==> src/rtl/io_perm_pkg.sv <==
package io_perm_pkg;

    typedef enum logic [1:0] {
        ST_IDLE = 2'd0,
        ST_WAIT = 2'd1,
        ST_DONE = 2'd2
    } perm_st_e;

    localparam int FETCH_W   = 16;
    localparam int BYTE_BITS = 3;

endpackage

==> src/rtl/io_perm_window.sv <==
module io_perm_window #(
    parameter int FETCH_W = 16,
    parameter int OFS_W   = 3,
    parameter int SIZE_W  = 3
) (
    input  logic [OFS_W-1:0]   ofs_i,
    input  logic [SIZE_W-1:0]  size_i,
    input  logic [FETCH_W-1:0] word_i,
    output logic               hit_o
);

    logic [FETCH_W-1:0] sel;

    for (genvar b = 0; b < FETCH_W; b++) begin : g_sel
        assign sel[b] = (b >= int'(ofs_i)) && (b < int'(ofs_i) + int'(size_i));
    end

    assign hit_o = |(word_i & sel);

    always_comb begin
        if (size_i == '0) begin
            a_r9_zero_size_no_hit: assert (!hit_o);
        end
    end

endmodule

==> src/rtl/io_perm_addr.sv <==
module io_perm_addr #(
    parameter int ADDR_W = 64,
    parameter int IDX_W  = 13
) (
    input  logic [ADDR_W-1:0] base_i,
    input  logic [IDX_W-1:0]  byte_idx_i,
    output logic [ADDR_W-1:0] addr_o
);

    assign addr_o = base_i + ADDR_W'(byte_idx_i);

endmodule

==> src/rtl/io_perm_ctrl.sv <==
module io_perm_ctrl
    import io_perm_pkg::*;
#(
    parameter int PORT_W     = 16,
    parameter int INFO_W     = 32,
    parameter int ADDR_W     = 64,
    parameter int IP_W       = 64,
    parameter int EI_W       = 64,
    parameter int PORT_SHIFT = 16
) (
    input  logic              clk,
    input  logic              rst_n,
    input  logic              start_i,
    input  logic [PORT_W-1:0] port_i,
    input  logic [INFO_W-1:0] info_i,
    input  logic [IP_W-1:0]   next_ip_i,
    input  logic              en_i,
    input  logic [ADDR_W-1:0] base_i,
    input  logic              rvalid_i,
    input  logic              win_hit_i,
    input  logic [ADDR_W-1:0] mem_addr_i,
    output logic              mem_req_o,
    output logic [PORT_W-1:0] cap_port_o,
    output logic [INFO_W-1:0] cap_info_o,
    output logic [ADDR_W-1:0] cap_base_o,
    output logic              done_o,
    output logic              exit_o,
    output logic [EI_W-1:0]   info1_o,
    output logic [IP_W-1:0]   info2_o
);

    typedef struct packed {
        perm_st_e          st;
        logic [PORT_W-1:0] port;
        logic [INFO_W-1:0] info;
        logic [IP_W-1:0]   nip;
        logic [ADDR_W-1:0] base;
        logic              hit;
        logic [EI_W-1:0]   ei1;
        logic [IP_W-1:0]   ei2;
    } ctrl_t;

    ctrl_t q, d;

    always_comb begin
        d = q;
        case (q.st)
            ST_IDLE: begin
                if (start_i) begin
                    d.port = port_i;
                    d.info = info_i;
                    d.nip  = next_ip_i;
                    d.base = base_i;
                    d.hit  = 1'b0;
                    d.ei1  = '0;
                    d.ei2  = '0;
                    d.st   = en_i ? ST_WAIT : ST_DONE;
                end
            end
            ST_WAIT: begin
                if (rvalid_i) begin
                    d.hit = win_hit_i;
                    if (win_hit_i) begin
                        d.ei1 = EI_W'(q.info) | (EI_W'(q.port) << PORT_SHIFT);
                        d.ei2 = q.nip;
                    end
                    d.st = ST_DONE;
                end
            end
            ST_DONE: d.st = ST_IDLE;
            default: d.st = ST_IDLE;
        endcase
    end

    always_ff @(posedge clk or negedge rst_n) begin
        if (!rst_n) begin
            q <= '{st: ST_IDLE, default: '0};
        end else begin
            q <= d;
        end
    end

    assign mem_req_o  = (q.st == ST_WAIT);
    assign done_o     = (q.st == ST_DONE);
    assign exit_o     = q.hit;
    assign info1_o    = q.ei1;
    assign info2_o    = q.ei2;
    assign cap_port_o = q.port;
    assign cap_info_o = q.info;
    assign cap_base_o = q.base;

    a_r1_disabled_quick: assert property (@(posedge clk) disable iff (!rst_n)
        (q.st == ST_IDLE && start_i && !en_i) |=> (done_o && !mem_req_o && !exit_o));

    a_r6_done_after_rvalid: assert property (@(posedge clk) disable iff (!rst_n)
        (mem_req_o && rvalid_i) |=> done_o);

    a_r6_req_held: assert property (@(posedge clk) disable iff (!rst_n)
        (mem_req_o && !rvalid_i) |=> (mem_req_o && $stable(mem_addr_i)));

    a_r7_done_single: assert property (@(posedge clk) disable iff (!rst_n)
        done_o |=> !done_o);

    a_r4_clean_no_exit: assert property (@(posedge clk) disable iff (!rst_n)
        (done_o && !exit_o) |-> (info1_o == '0 && info2_o == '0));

    a_r7_result_held: assert property (@(posedge clk) disable iff (!rst_n)
        (!done_o && !mem_req_o && !$past(start_i)) |-> $stable(exit_o));

endmodule

==> src/rtl/io_perm_check.sv <==
module io_perm_check
    import io_perm_pkg::*;
#(
    parameter int PORT_W     = 16,
    parameter int INFO_W     = 32,
    parameter int ADDR_W     = 64,
    parameter int IP_W       = 64,
    parameter int EI_W       = 64,
    parameter int SIZE_LSB   = 4,
    parameter int SIZE_W     = 3,
    parameter int PORT_SHIFT = 16
) (
    input  logic              clk,
    input  logic              rst_n,
    input  logic              start_i,
    input  logic [15:0]       port_i,
    input  logic [31:0]       info_i,
    input  logic [63:0]       next_ip_i,
    input  logic              intercept_en_i,
    input  logic [63:0]       map_base_i,
    output logic              mem_req_o,
    output logic [63:0]       mem_addr_o,
    input  logic              mem_rvalid_i,
    input  logic [15:0]       mem_rdata_i,
    output logic              done_o,
    output logic              exit_o,
    output logic [63:0]       exit_info1_o,
    output logic [63:0]       exit_info2_o
);

    localparam int IDX_W = PORT_W - BYTE_BITS;

    logic [PORT_W-1:0] cap_port;
    logic [INFO_W-1:0] cap_info;
    logic [ADDR_W-1:0] cap_base;
    logic              win_hit;

    io_perm_ctrl #(
        .PORT_W(PORT_W), .INFO_W(INFO_W), .ADDR_W(ADDR_W),
        .IP_W(IP_W), .EI_W(EI_W), .PORT_SHIFT(PORT_SHIFT)
    ) u_ctrl (
        .clk        (clk),
        .rst_n      (rst_n),
        .start_i    (start_i),
        .port_i     (port_i),
        .info_i     (info_i),
        .next_ip_i  (next_ip_i),
        .en_i       (intercept_en_i),
        .base_i     (map_base_i),
        .rvalid_i   (mem_rvalid_i),
        .win_hit_i  (win_hit),
        .mem_addr_i (mem_addr_o),
        .mem_req_o  (mem_req_o),
        .cap_port_o (cap_port),
        .cap_info_o (cap_info),
        .cap_base_o (cap_base),
        .done_o     (done_o),
        .exit_o     (exit_o),
        .info1_o    (exit_info1_o),
        .info2_o    (exit_info2_o)
    );

    io_perm_addr #(.ADDR_W(ADDR_W), .IDX_W(IDX_W)) u_addr (
        .base_i     (cap_base),
        .byte_idx_i (cap_port[PORT_W-1:BYTE_BITS]),
        .addr_o     (mem_addr_o)
    );

    io_perm_window #(.FETCH_W(FETCH_W), .OFS_W(BYTE_BITS), .SIZE_W(SIZE_W)) u_win (
        .ofs_i  (cap_port[BYTE_BITS-1:0]),
        .size_i (cap_info[SIZE_LSB +: SIZE_W]),
        .word_i (mem_rdata_i),
        .hit_o  (win_hit)
    );

endmodule

==> config.mk <==
export PLATFORM = sky130hd
export DESIGN_NAME = io_perm_check
export DESIGN_NICKNAME = d
export VERILOG_FILES = /design/src/rtl/io_perm_pkg.sv /design/src/rtl/io_perm_window.sv /design/src/rtl/io_perm_addr.sv /design/src/rtl/io_perm_ctrl.sv /design/src/rtl/io_perm_check.sv
export SDC_FILE = /design/constraint.sdc
export NUM_CORES = 1
export LEC_CHECK = 0
export BUFFER_PORTS_ARGS = -buffer_cell sky130_fd_sc_hd__buf_2
export CELL_PAD_IN_SITES_DETAIL_PLACEMENT = 0
export CELL_PAD_IN_SITES_GLOBAL_PLACEMENT = 2
export CORE_MARGIN = 2
export CORE_UTILIZATION = 31
export DETAILED_ROUTE_END_ITERATION = 12
export PLACE_DENSITY = 0.92
export SYNTH_ARGS = -nofsm -noshare
export SYNTH_HDL_FRONTEND = slang
export SYNTH_SLANG_ARGS = --single-unit
==> constraint.sdc <==
create_clock -name clk -period 3.1 [get_ports clk]
set_input_delay 0.31 -clock clk [delete_from_list [all_inputs] [get_ports clk]]
set_output_delay 0.31 -clock clk [all_outputs]
set_load 0.02 [all_outputs]
==> results of run 1 <==
path summary, 6_finish.rpt:
check                                                        from                                end  slack [ns]  depth (start not counted)
worst max-delay path             u_ctrl.cap_base_o[0]$_DFFE_PN0P_                     mem_addr_o[32]       -0.49                         12
worst min-delay path                                   info_i[29]  u_ctrl.cap_info_o[29]$_DFFE_PN0P_        0.02                          3
worst max register to register   u_ctrl.cap_port_o[0]$_DFFE_PN0P_      u_ctrl.info2_o[1]$_DFFE_PN0P_        0.16                         10
worst min register to register  u_ctrl.cap_info_o[27]$_DFFE_PN0P_  u_ctrl.cap_info_o[27]$_DFFE_PN0P_        0.47                          2
max in group asynchronous                                   rst_n  u_ctrl.cap_base_o[24]$_DFFE_PN0P_        1.81                          3
min in group asynchronous                                   rst_n      u_ctrl.info1_o[3]$_DFFE_PN0P_        0.35                          2
worst min-delay path, cell delays in order:
cell	delay (ns)
sky130_fd_sc_hd__buf_2	0.11
sky130_fd_sc_hd__nand2_1	0.05
sky130_fd_sc_hd__nand2_1	0.05
repair_timing:
action                                  CTS  global route
hold buffers                            172             0
buffers inserted                         14             6
gates resized for setup                 146            43
gates cloned                              4             0
pin swaps                                37            32
endpoints found under the setup margin   53            55
endpoints found under the hold margin   242             0
area by class of cell:
cell class / count / area [sq um]
diodes: 3 / 7.51
clock buffers: 46 / 977
clock inverters: 15 / 263
fillers: 3927 / 22700
inverters: 21 / 78.8
multi-input cells: 950 / 5750
flip-flops and latches: 275 / 6880
well taps: 539 / 674
repair buffers: 605 / 4480
flip-flops by register name, indices dropped and copies added, names as in the netlist:
signal and flops:
u_ctrl.info2_o 64, u_ctrl.q 66, u_ctrl.cap_port_o 16, u_ctrl.cap_info_o 32, u_ctrl.cap_base_o 64, u_ctrl.exit_o 1, u_ctrl.info1_o 32
through the flow:
stage | utilization, % | TNS [ns] | instance area, sq um | hold WS (ns) | cells
6_report | 45.7 | -13.21 | 19100 | 0.0208 | 2454
5_1_grt | 45.7 | -20.78 | 19100 | 0.00129 | 2454
4_1_cts | 45.0 | -14.51 | 18800 | 0.00622 | 2446
3_5_place_dp | 36.0 | -2.48 | 15100 | 0.342 | 2195
3_3_place_gp | 36.0 | -1.53 | 15100 | 0.352 | 2195
2_1_floorplan | - | 0 | 13300 | 0.0144 | 1442
metal layers:
metal  vias to the layer above  wire, microns  GRT usage, %
li1                       5460              -             -
met1                      5650          17600          23.5
met2                       460          19900          30.9
met3                        83           3220          5.24
met4                         4           1220          6.19
met5                         -             23             0
cell usage after synthesis (2+ instances only):
cell / number / share of area [%]
sky130_fd_sc_hd__clkbuf_1: 54 / 1.5
sky130_fd_sc_hd__nor3_1: 15 / 0.57
sky130_fd_sc_hd__o211ai_1: 3 / 0.17
sky130_fd_sc_hd__and2_1: 3 / 0.14
sky130_fd_sc_hd__inv_1: 21 / 0.60
sky130_fd_sc_hd__nor3b_2: 3 / 0.29
sky130_fd_sc_hd__buf_2: 14 / 0.53
sky130_fd_sc_hd__nor4_1: 16 / 0.76
sky130_fd_sc_hd__a21oi_1: 15 / 0.57
sky130_fd_sc_hd__or4_1: 3 / 0.17
sky130_fd_sc_hd__and3_1: 4 / 0.19
sky130_fd_sc_hd__o221ai_1: 2 / 0.13
sky130_fd_sc_hd__o21ai_0: 25 / 0.95
sky130_fd_sc_hd__buf_4: 128 / 7.3
sky130_fd_sc_hd__nor2b_1: 4 / 0.19
sky130_fd_sc_hd__nand4_1: 12 / 0.57
sky130_fd_sc_hd__nand3_1: 17 / 0.65
sky130_fd_sc_hd__or3_1: 6 / 0.29
sky130_fd_sc_hd__a22o_1: 96 / 6.4
sky130_fd_sc_hd__nor4_4: 2 / 0.32
sky130_fd_sc_hd__nor3b_1: 3 / 0.17
sky130_fd_sc_hd__o21a_1: 3 / 0.17
sky130_fd_sc_hd__o21bai_1: 2 / 0.11
sky130_fd_sc_hd__nand2_1: 531 / 15
sky130_fd_sc_hd__a31oi_1: 2 / 0.095
sky130_fd_sc_hd__ha_1: 16 / 1.5
sky130_fd_sc_hd__o31ai_1: 2 / 0.11
sky130_fd_sc_hd__dfrtp_1: 275 / 52
sky130_fd_sc_hd__a211oi_1: 3 / 0.17
sky130_fd_sc_hd__xor2_1: 45 / 3.0
sky130_fd_sc_hd__nor2_1: 21 / 0.60
sky130_fd_sc_hd__xnor2_1: 16 / 1.1
sky130_fd_sc_hd__fa_1: 2 / 0.30
sky130_fd_sc_hd__a21o_1: 5 / 0.29
sky130_fd_sc_hd__or2_2: 16 / 0.76
sky130_fd_sc_hd__and4_1: 2 / 0.13
report_power, final:
part,switching (mW),internal (mW)
clock,1.64,2.73
combinational,3.56,2.52
sequential,0.729,4.56
total,5.93,9.82
logic make-up (layout without fill, tap and decap cells):
family,count (synthesis),count (layout)
AO/OA/AOI/OAI,172,173
XOR/XNOR,61,61
flip-flops,275,275
AND/OR/NAND/NOR,665,665
buffers and inverters,218,687
other,1,35
adder cells (fa/ha/maj),19,19
==> implementation parameters, run 1 <==
Parameter                              Value

Route
  Drt drc ... 0
  Via density per instance ... 4.75
  Routed len/inst ... approximately 17 microns
  Iteration-0 DRC count of the detailed router ... between 700 and 800
  Detailed Route WL ... around 42 mm
  Number of detailed-routing iterations run before antenna repair ... 5
  DR vias ... 11700
  Antenna Nets Post-Route ... 0

STA
  Setup repair after global routing missed its margin ... true
  Highest clock rate ... 0.279 GHz
  Total count of max-transition violations in the final report ... 0
  Post-route minimum period ... ~3.6 ns
  Slew at the pin with the worst max-slew slack ... 0.768 ns
  Endpoints failing hold ... 0
  Final cycle utilization of the critical path ... 116%
  Worst clock skew ... about 0.015 ns
  Final setup violation count ... 51
  Final worst setup slack ... -0.485 ns
  Tightest slew margin relative to the limit ... about half

Synthesis
  Dominant combinational cell family by area after synthesis ... simple AND/OR/NAND/NOR gates
  Fraction of synthesis flops using an asynchronous set or reset pin ... 100%
  Area share of and/or/nand/nor cells after synthesis ... a little over a fifth
  Number of distinct standard cells referenced by the synthesized netlist ... 60
  Number of synthesized flops with an enable pin ... 0
  Sequential cell area fraction in the yosys report ... a little over half
  Post-Synthesis Cell Area ... roughly 13000 sq um
  Flop and latch count out of synthesis ... 275
  Multiplexer area fraction after synthesis ... 0%
  Prevailing post-synth register cell ... sky130_fd_sc_hd__dfrtp_1
  Synth Area in Compound Gates ... between 10% and 20%
  Adder-cell share of the synthesized area ... between 1.5 and 2%
  Cells after Synth ... 1411
  Yosys warning total ... 0
  Share of the synthesized netlist area taken by xor and xnor gates ... a little over 4%
  Average size of a mapped cell ... a little over 9 sq um

Pwr
  Leakage dissipation ... between 10 and 15 nW
  Worst vdd ir ... between 0.4 and 0.5 mV
  Post-layout power ... 15.8 mW
  Cell Pwr Density ... between 800 and 900 nW/um^2

Layout
  Area growth from synthesis to layout ... 45.4%
  Most common library cell in the layout ignoring fill and taps ... sky130_fd_sc_hd__nand2_1
  Most frequent cells in the layout ... sky130_fd_sc_hd__nand2_1 (528), sky130_fd_sc_hd__buf_2 (306), sky130_fd_sc_hd__dfrtp_1 (274), sky130_fd_sc_hd__dlygate4sd3_1 (172), sky130_fd_sc_hd__a22o_1 (96)
  Proportion of layout cells with a drive suffix above 1 ... a little under a third
  Final net count ... ~2100

Floorplanning
  Die Span X ... approximately 210 microns
  Effective utilization at floorplan ... about a third
  Placement Rows ... 75
  Height of the chip ... roughly 210 microns
  Core area ... ~42000 sq um
  I/O pin cnt ... slightly below 400
  Die area ... 44100 sq um

Place
  Buffers on Ports ... 358
  Post-detailed-placement half-perimeter wirelength ... about 27 mm
  Final Wtd Congestion ... between 0.9 and 1
  Place WS ... -0.248 ns

Clock network
  Number of sinks driven by the clock tree ... around 280
  Worst-path clk slew ... roughly 0.060 ns
  Root buffer cell ... sky130_fd_sc_hd__clkbuf_16
  Clock buffers created by TritonCTS ... 34
  Insertion delay to the later sink of the worst-skew pair ... ~0.54 ns
  Maximum level of the CTS H-tree ... 2
  CTS tree ... built
  Clock Path Buffers ... 3

Worst setup path
  Crit path largest cell delay ... 0.43 ns
  CP arrival ... roughly 3.3 ns
  CP Class ... reg -> out
  Nature of the critical path endpoint ... output port
  Top Family by Delay on Critical Path ... compound AO/OA/AOI/OAI gates
  Largest fanout of any net on the critical path ... 7
  Startpoint type of the worst setup path ... flip-flop
  CP required ... around 2.8 ns
  Worst path cell trace ... ha_2 > inv_2 > fa_2 > nor2b_4 > o311a_1 > o211ai_1 > o41a_1 > buf_6 > buf_6 > nor3_4 > xor2_1 > buf_4
  Buffer and inverter count on the worst path ... 4
  Crit-path most repeated cell ... sky130_fd_sc_hd__buf_6
  Worst path slowest cell ... sky130_fd_sc_hd__o41a_1

Run
  Max_cap viols ... 0

Global routing
  Global-route wire length before repair ... about 65 mm
  Number of antenna violations at the first check in global routing ... 5
  Overall Global Routing Usage ... 18.6%
  Number of global-route vias before repair ... between 10000 and 15000
  Overflow left after global routing ... 0
  Maximum number of pins on one net before global-route repair ... 84

Status
  Result of the run ... complete, but fails checks
  Violations in the final reports ... setup timing

Hold path
  Class of the tightest hold or removal check ... in -> reg
Power figures use the tool's default switching activity.
==> run 2: changes to the inputs <==
--- a/config.mk
+++ b/config.mk
@@ -8,10 +8,12 @@
 export BUFFER_PORTS_ARGS = -buffer_cell sky130_fd_sc_hd__buf_2
 export CELL_PAD_IN_SITES_DETAIL_PLACEMENT = 0
 export CELL_PAD_IN_SITES_GLOBAL_PLACEMENT = 2
+export CORE_ASPECT_RATIO = 0.6
 export CORE_MARGIN = 2
 export CORE_UTILIZATION = 31
 export DETAILED_ROUTE_END_ITERATION = 12
 export PLACE_DENSITY = 0.92
+export REMOVE_ABC_BUFFERS = 1
 export SYNTH_ARGS = -nofsm -noshare
 export SYNTH_HDL_FRONTEND = slang
 export SYNTH_SLANG_ARGS = --single-unit
==> run 2 against run 1 <==
Effect of this change:
- the flow still finishes with violations (setup timing)
- total power is 2.8% lower
- worst hold slack better by 0.20 ns
- critical path depth stayed put
- critical endpoint is now mem_addr_o[50]
- highest routed layer is now met4
==> implementation parameters, run 2 (same netlist as run 1, synthesis figures left out) <==
Parameter                              Value

Worst setup path
  Worst path slowest cell ... sky130_fd_sc_hd__fa_2
  CP required ... 2.79 ns (about the same)
  Largest fanout of any net on the critical path ... 5 (-2)
  R2r endpoint ... u_ctrl.info2_o[62]$_DFFE_PN0P_
  Worst path cell trace ... ha_2 > inv_2 > fa_2 > nor2b_4 > o311a_1 > o211ai_1 > buf_4 > o22a_4 > buf_4 > nor3_4 > xor2_1 > buf_4
  CP arrival ... 3.21 ns (-0.07 ns)
  Startpoint type of the worst setup path ... flip-flop
  Crit-path most repeated cell ... sky130_fd_sc_hd__buf_4
  Reg-to-reg slack, setup ... 0.17 ns (about the same)
  Worst r2r src ... u_ctrl.cap_info_o[4]$_DFFE_PN0P_
  End of the critical path ... mem_addr_o[50]
  Number of cell instances on the worst register-to-register path ... 10 (unchanged)
  Crit path largest cell delay ... 0.38 ns (-0.05 ns)
  Timing startpoint of the critical path ... u_ctrl.cap_base_o[0]$_DFFE_PN0P_
  CP Class ... reg -> out
  Nature of the critical path endpoint ... output port

STA
  Total count of max-transition violations in the final report ... 0 (unchanged)
  Endpoints failing hold ... 0 (unchanged)
  Setup repair after global routing missed its margin ... true
  Tightest slew margin relative to the limit ... 43.0% (-5.3 points)
  Post-route minimum period ... 3.52 ns (-0.0673 ns)
  Worst clock skew ... 0.0121 ns (-0.00311 ns)
  Slew at the pin with the worst max-slew slack ... 0.855 ns (+0.0870 ns)
  Aggregate negative setup slack ... -13.53 ns (-0.324 ns)
  Final worst setup slack ... -0.418 ns (+0.0673 ns)
  Final cycle utilization of the critical path ... 113% (-2.2 points)
  Highest clock rate ... 0.284 GHz (+1.9%)
  Final setup violation count ... 55 (+7.8%)

Floorplanning
  Placement Rows ... 58 (-23%)
  Die Span X ... 270 microns (+29%)
  I/O pin cnt ... 392 (unchanged)
  Die area ... 44100 sq um (+0.12%)
  Height of the chip ... 164 microns (-22%)
  Core area ... 41900 sq um (about the same)
  Effective utilization at floorplan ... 31.4% (about the same)

Clock network
  Clock Path Buffers ... 3 (unchanged)
  CTS tree ... built
  Worst-path clk slew ... 0.06 ns (about the same)
  Number of sinks driven by the clock tree ... 275 (unchanged)
  Maximum level of the CTS H-tree ... 1 (-1)
  Insertion delay to the later sink of the worst-skew pair ... 0.58 ns (+0.04 ns)
  Clock buffers created by TritonCTS ... 29 (-15%)
  Root buffer cell ... sky130_fd_sc_hd__clkbuf_16

Global routing
  Maximum number of pins on one net before global-route repair ... 146 (+74%)
  Overall Global Routing Usage ... 18.0% (-0.62 points)
  Global-route wire length before repair ... 64.4 mm (-1.1%)
  Number of antenna violations at the first check in global routing ... 1 (-4)
  Overflow left after global routing ... 0 (unchanged)
  Number of global-route vias before repair ... 11700 (-1.0%)

Pwr
  Sequential group share of total power ... 34.6% (+1.0 points)
  Worst vdd ir ... 0.403 mV (-0.81%)
  Internal power ... 9.41 mW (-4.1%)
  Switching power ... 5.90 mW (-0.57%)
  Cell Pwr Density ... 801 nW/um^2 (-2.8%)
  Part of the power in the clock network ... 24.6% (-3.2 points)
  Leakage dissipation ... 10.0 nW (-0.16%)
  Switching share of total power ... 38.5% (+0.86 points)
  Part of the total power dissipated in combinational logic ... 40.7% (+2.1 points)

Route
  Drt drc ... 0 (unchanged)
  Routed len/inst ... 16.9 microns (-1.3%)
  Detailed Route WL ... 41.9 mm (-0.11%)
  DR vias ... 11500 (-1.5%)
  Iteration-0 DRC count of the detailed router ... 715 (-3.4%)
  Via density per instance ... 4.62 (-2.7%)
  Antenna Nets Post-Route ... 0 (unchanged)
  Number of detailed-routing iterations run before antenna repair ... 5 (unchanged)

Layout
  Layout Cell Area excl Fill ... 19100 sq um (about the same)
  Flip-flop count of the largest register after layout ... 66 (unchanged)
  Final instance count without filler cells ... 2484 (+1.2%)
  Most common library cell in the layout ignoring fill and taps ... sky130_fd_sc_hd__nand2_1
  Final net count ... 2105 (+0.14%)
  Area growth from synthesis to layout ... 45.4% (about the same)
  Proportion of layout cells with a drive suffix above 1 ... 31.3% (+0.25 points)
  Most frequent cells in the layout ... sky130_fd_sc_hd__nand2_1 (528), sky130_fd_sc_hd__buf_2 (301), sky130_fd_sc_hd__dfrtp_1 (269), sky130_fd_sc_hd__dlygate4sd3_1 (180), sky130_fd_sc_hd__buf_4 (97)
  Most flop-heavy register ... u_ctrl.q

Status
  Violations in the final reports ... setup timing
  Result of the run ... complete, but fails checks

Place
  # placed instances ... 2209 (+0.64%)
  Post-detailed-placement half-perimeter wirelength ... 26.3 mm (-2.5%)
  Final Wtd Congestion ... 0.858 (-6.7%)
  Post-Place Cell Area ... 15000 sq um (-0.64%)
  Buffers on Ports ... 358 (unchanged)

Run
  Max_cap viols ... 0 (unchanged)

Hold path
  Class of the tightest hold or removal check ... in -> reg
==> run 2: cell types whose count changed in the layout (fill, tap and decap cells not counted), moves of 4 or more <==
cell / previous run / this run
sky130_fd_sc_hd__dlygate4sd3_1: 172 / 180
sky130_fd_sc_hd__buf_2: 306 / 301
sky130_fd_sc_hd__dfrtp_1: 274 / 269
sky130_fd_sc_hd__dfrtp_2: 1 / 6
sky130_fd_sc_hd__clkbuf_16: 35 / 31
==> run 2: layout make-up <==
type / count / area, sq um
Sequential cell: 275 / 6890
Clock inverter: 15 / 205
Multi-Input combinational cell: 949 / 5800
Clock buffer: 39 / 823
Fill cell: 4005 / 22800
Timing Repair Buffer: 614 / 4600
Tap cell: 570 / 713
Antenna cell: 1 / 2.50
Inverter: 21 / 78.8
==> run 2: timing repair <==
item,4_1_cts,5_1_grt
setup endpoints to repair,54,151
hold endpoints to repair,244,0
pin swaps,40,43
buffers inserted,15,25
gates resized for setup,155,75
gates cloned,3,3
hold buffers,180,0
==> run 2: power groups by stage <==
| stage | registers [mW] | clock network (mW) | logic [mW] |
|---|---|---|---|
| 4_1_cts | 5.28 | 3.89 | 5.92 |
| 6_report | 5.30 | 3.77 | 6.24 |
| 5_1_grt | 5.43 | 4.03 | 6.75 |
| 3_5_place_dp | 5.31 | 0 | 4.98 |
| 2_1_floorplan | 5.56 | 0 | 2.66 |
| 3_3_place_gp | 5.29 | 0 | 4.91 |
==> run 2: worst min-delay path by stage <==
stage / endpoint / slack (ns) / start / cells after the start
after floorplan: u_ctrl.cap_base_o[0]$_DFFE_PN0P_ / 0.01 / rst_n / 0
after global placement: u_ctrl.cap_info_o[30]$_DFFE_PN0P_ / 0.31 / rst_n / 1
after detailed placement: u_ctrl.cap_port_o[14]$_DFFE_PN0P_ / 0.31 / rst_n / 1
after CTS: u_ctrl.cap_port_o[8]$_DFFE_PN0P_ / 0.18 / start_i / 4
after global routing: u_ctrl.q[209]$_DFFE_PN0P_ / 0.23 / start_i / 4
final: u_ctrl.q[254]$_DFFE_PN0P_ / 0.22 / start_i / 4
==> run 2: through the flow <==
step	util [%]	hold WS (ns)	power [mW]	setup slack (ns)
after global routing	45.6	0.231	16.2	-0.563
after CTS	44.6	0.178	15.1	-0.382
final	45.6	0.217	15.3	-0.418
after floorplan	-	0.0144	8.22	-2.36
after detailed placement	35.7	0.314	10.3	-0.0967
after global placement	35.7	0.309	10.2	-0.0213
==> run 2: worst max-delay path, delay by kind of cell, from the launching register on <==
kind / cells / cell delay, ns
xor gates and xnor gates: 1 / 0.21
adders and majority gates: 2 / 0.57
buffers and inverters: 4 / 0.59
and+or+nand+nor: 2 / 0.27
AOI/OAI and AO/OA: 3 / 0.63
DFF: 1 / 0.35
==> run 2: layer usage <==
metal | share of wire (%) | GRT usage [%] | routed length, microns | vias up
li1 | - | - | - | 5450
met1 | 44 | 24.0 | 18500 | 5637
met2 | 47 | 29.3 | 19800 | 337
met3 | 6.6 | 4.94 | 2750 | 60
met4 | 2.1 | 4.02 | 891 | 0
met5 | 0 | 0 | 0 | -
==> run 3: changes to the inputs <==
--- a/config.mk
+++ b/config.mk
@@ -5,14 +5,13 @@
 export SDC_FILE = /design/constraint.sdc
 export NUM_CORES = 1
 export LEC_CHECK = 0
-export BUFFER_PORTS_ARGS = -buffer_cell sky130_fd_sc_hd__buf_2
 export CELL_PAD_IN_SITES_DETAIL_PLACEMENT = 0
 export CELL_PAD_IN_SITES_GLOBAL_PLACEMENT = 2
 export CORE_ASPECT_RATIO = 0.6
-export CORE_MARGIN = 2
-export CORE_UTILIZATION = 31
+export CORE_UTILIZATION = 38
 export DETAILED_ROUTE_END_ITERATION = 12
-export PLACE_DENSITY = 0.92
+export DONT_BUFFER_PORTS = 1
+export PLACE_DENSITY = 0.91
 export REMOVE_ABC_BUFFERS = 1
 export SYNTH_ARGS = -nofsm -noshare
 export SYNTH_HDL_FRONTEND = slang
==> run 3 against run 2 <==
Effect of this change:
- the run ends with hold timing, setup timing left
- non-clock buffer count down 321
- combinational power down 22%
- core utilization up 4.7 points
- critical path depth stayed put
- largest cell class unchanged
==> implementation parameters, run 3 (same netlist as run 1, synthesis figures left out) <==
Parameter                              Value

Status
  Result of the run ... complete, but fails checks
  Violations in the final reports ... hold timing, setup timing

Floorplanning
  Core area ... 33900 sq um (-19%)
  Die Span X ... 242 microns (-10%)
  Die area ... 35400 sq um (-20%)
  Placement Rows ... 52 (-10%)
  Height of the chip ... 146 microns (-11%)
  I/O pin cnt ... 392 (unchanged)
  Effective utilization at floorplan ... 38.8% (+7.4 points)

STA
  Worst clock skew ... 0.0107 ns (-0.00146 ns)
  Slew at the pin with the worst max-slew slack ... 1.12 ns (+0.269 ns)
  Aggregate negative setup slack ... -14.45 ns (-0.911 ns)
  Minimum hold slack ... -0.545 ns (-0.762 ns)
  Post-route minimum period ... 3.60 ns (+0.0773 ns)
  Final worst setup slack ... -0.495 ns (-0.0773 ns)
  Setup repair after global routing missed its margin ... true
  Tightest slew margin relative to the limit ... 25.1% (-18 points)
  Final setup violation count ... 51 (-7.3%)
  Total count of max-transition violations in the final report ... 0 (unchanged)
  Endpoints failing hold ... 275 (+275)
  Highest clock rate ... 0.278 GHz (-2.2%)
  Final cycle utilization of the critical path ... 116% (+2.5 points)

Clock network
  Clock buffers created by TritonCTS ... 27 (-6.9%)
  Maximum level of the CTS H-tree ... 1 (unchanged)
  Clock Path Buffers ... 3 (unchanged)
  CTS tree ... built
  Number of sinks driven by the clock tree ... 275 (unchanged)
  Worst-path clk slew ... 0.07 ns (about the same)
  Hold_buf cts ... 179 (-0.56%)
  Root buffer cell ... sky130_fd_sc_hd__clkbuf_16
  Insertion delay to the later sink of the worst-skew pair ... 0.55 ns (-0.03 ns)

Place
  Buffers on Ports ... 0 (-100%)
  Place WS ... -0.139 ns (-0.0418 ns)
  Post-detailed-placement half-perimeter wirelength ... 23.2 mm (-12%)
  Post-Place Cell Area ... 13400 sq um (-11%)
  Final Wtd Congestion ... 0.835 (-2.6%)
  # placed instances ... 1791 (-19%)

Pwr
  Worst vdd ir ... 0.411 mV (+1.9%)
  Post-layout power ... 14.0 mW (-8.7%)
  Leakage dissipation ... 8.48 nW (-15%)
  Cell Pwr Density ... 820 nW/um^2 (+2.4%)

Layout
  Proportion of layout cells with a drive suffix above 1 ... 16.4% (-15 points)
  Most flop-heavy register ... u_ctrl.q
  Area taken by multi-input logic gates ... 5740 sq um (-1.1%)
  Final instance count without filler cells ... 2052 (-17%)
  Sequential cell area ... 6880 sq um (about the same)
  Fill cell count ... 3040 (-24%)
  Most common library cell in the layout ignoring fill and taps ... sky130_fd_sc_hd__nand2_1
  Layout Utilization ... 50.3% (+4.7 points)
  Flip-flop count of the largest register after layout ... 66 (unchanged)
  Final net count ... 1782 (-15%)
  Most frequent cells in the layout ... sky130_fd_sc_hd__nand2_1 (528), sky130_fd_sc_hd__dfrtp_1 (274), sky130_fd_sc_hd__dlygate4sd3_1 (179), sky130_fd_sc_hd__a22o_1 (96), sky130_fd_sc_hd__buf_4 (82)
  Area growth from synthesis to layout ... 29.7%
  Layout Cell Area excl Fill ... 17000 sq um (-11%)

Route
  Antenna Nets Post-Route ... 0 (unchanged)
  Iteration-0 DRC count of the detailed router ... 590 (-17%)
  Drt drc ... 0 (unchanged)
  Number of detailed-routing iterations run before antenna repair ... 5 (unchanged)
  Routed len/inst ... 18.7 microns (+11%)
  Detailed Route WL ... 38.4 mm (-8.3%)
  DR vias ... 10400 (-9.3%)
  Via density per instance ... 5.07 (+9.8%)

Run
  Max_cap viols ... 0 (unchanged)

Global routing
  Overall Global Routing Usage ... 20.4% (+2.4 points)
  Overflow left after global routing ... 0 (unchanged)
  Number of global-route vias before repair ... 10200 (-13%)
  Global-route wire length before repair ... 58.3 mm (-9.5%)
  Maximum number of pins on one net before global-route repair ... 276 (+89%)
  Number of antenna violations at the first check in global routing ... 7 (+6)

Worst setup path
  CP required ... 2.79 ns (about the same)
  Startpoint type of the worst setup path ... flip-flop
  Nature of the critical path endpoint ... output port
  CP arrival ... 3.29 ns (+0.08 ns)
  CP Class ... reg -> out
  Largest fanout of any net on the critical path ... 6 (+1)

Hold path
  Class of the tightest hold or removal check ... in -> async
-- run 3: final timing paths --
kind / start / to / slack [ns] / cells after the start
max reg2reg: u_ctrl.cap_info_o[4]$_DFFE_PN0P_ / u_ctrl.info1_o[7]$_DFFE_PN0P_ / 0.15 / 11
min in group clk: mem_rvalid_i / u_ctrl.exit_o$_DFFE_PN0P_ / 0.08 / 2
min: rst_n / u_ctrl.cap_base_o[25]$_DFFE_PN0P_ / -0.55 / 0
max: u_ctrl.cap_port_o[3]$_DFFE_PN0P_ / mem_addr_o[58] / -0.50 / 12
min reg2reg: u_ctrl.cap_info_o[17]$_DFFE_PN0P_ / u_ctrl.cap_info_o[17]$_DFFE_PN0P_ / 0.47 / 2
max in group asynchronous: rst_n / u_ctrl.cap_base_o[10]$_DFFE_PN0P_ / 2.72 / 0
-- run 3: what timing repair did --
item,in CTS,in global routing
gates cloned,3,4
pin swaps,37,36
endpoints found under the setup margin,54,116
hold endpoints to repair,453,275
resized for setup,101,40
buffers inserted,14,8
-- run 3: power by group --
group	leakage [nW]	total [mW]	switching [mW]	internal, mW
Combinational	4.53	4.85	2.79	2.06
Clock	0.427	3.31	1.45	1.86
Sequential	3.52	5.82	1.26	4.55
Total	8.48	14.0	5.51	8.47
-- run 3: cell type report --
cell class              instances  area share, %
diodes                          7          0.103
clock buffers                  41           4.68
clock inverters                 7          0.433
inverters                      21          0.462
multi-input cells             949           33.6
flip-flops and latches        275           40.4
well taps                     459           3.37
repair buffers                293           16.9
-- run 3: worst max-delay path: stages, from the launching register on --
cell and delay (ns):
sky130_fd_sc_hd__dfrtp_1 0.36, sky130_fd_sc_hd__ha_2 0.20, sky130_fd_sc_hd__inv_2 0.04, sky130_fd_sc_hd__fa_2 0.34
sky130_fd_sc_hd__nor2b_2 0.16, sky130_fd_sc_hd__o311a_1 0.24, sky130_fd_sc_hd__o211ai_1 0.22, sky130_fd_sc_hd__buf_4 0.21
sky130_fd_sc_hd__o22a_4 0.26, sky130_fd_sc_hd__buf_4 0.16, sky130_fd_sc_hd__nor4_4 0.15, sky130_fd_sc_hd__xor2_1 0.21
sky130_fd_sc_hd__buf_4 0.17
-- run 3: per-layer routing --
metal	share of wire, %	GRT usage [%]
met2	46	31.5
met1	45	29.1
met3	6.6	4.69
met4	2.6	5.16
met5	0	0
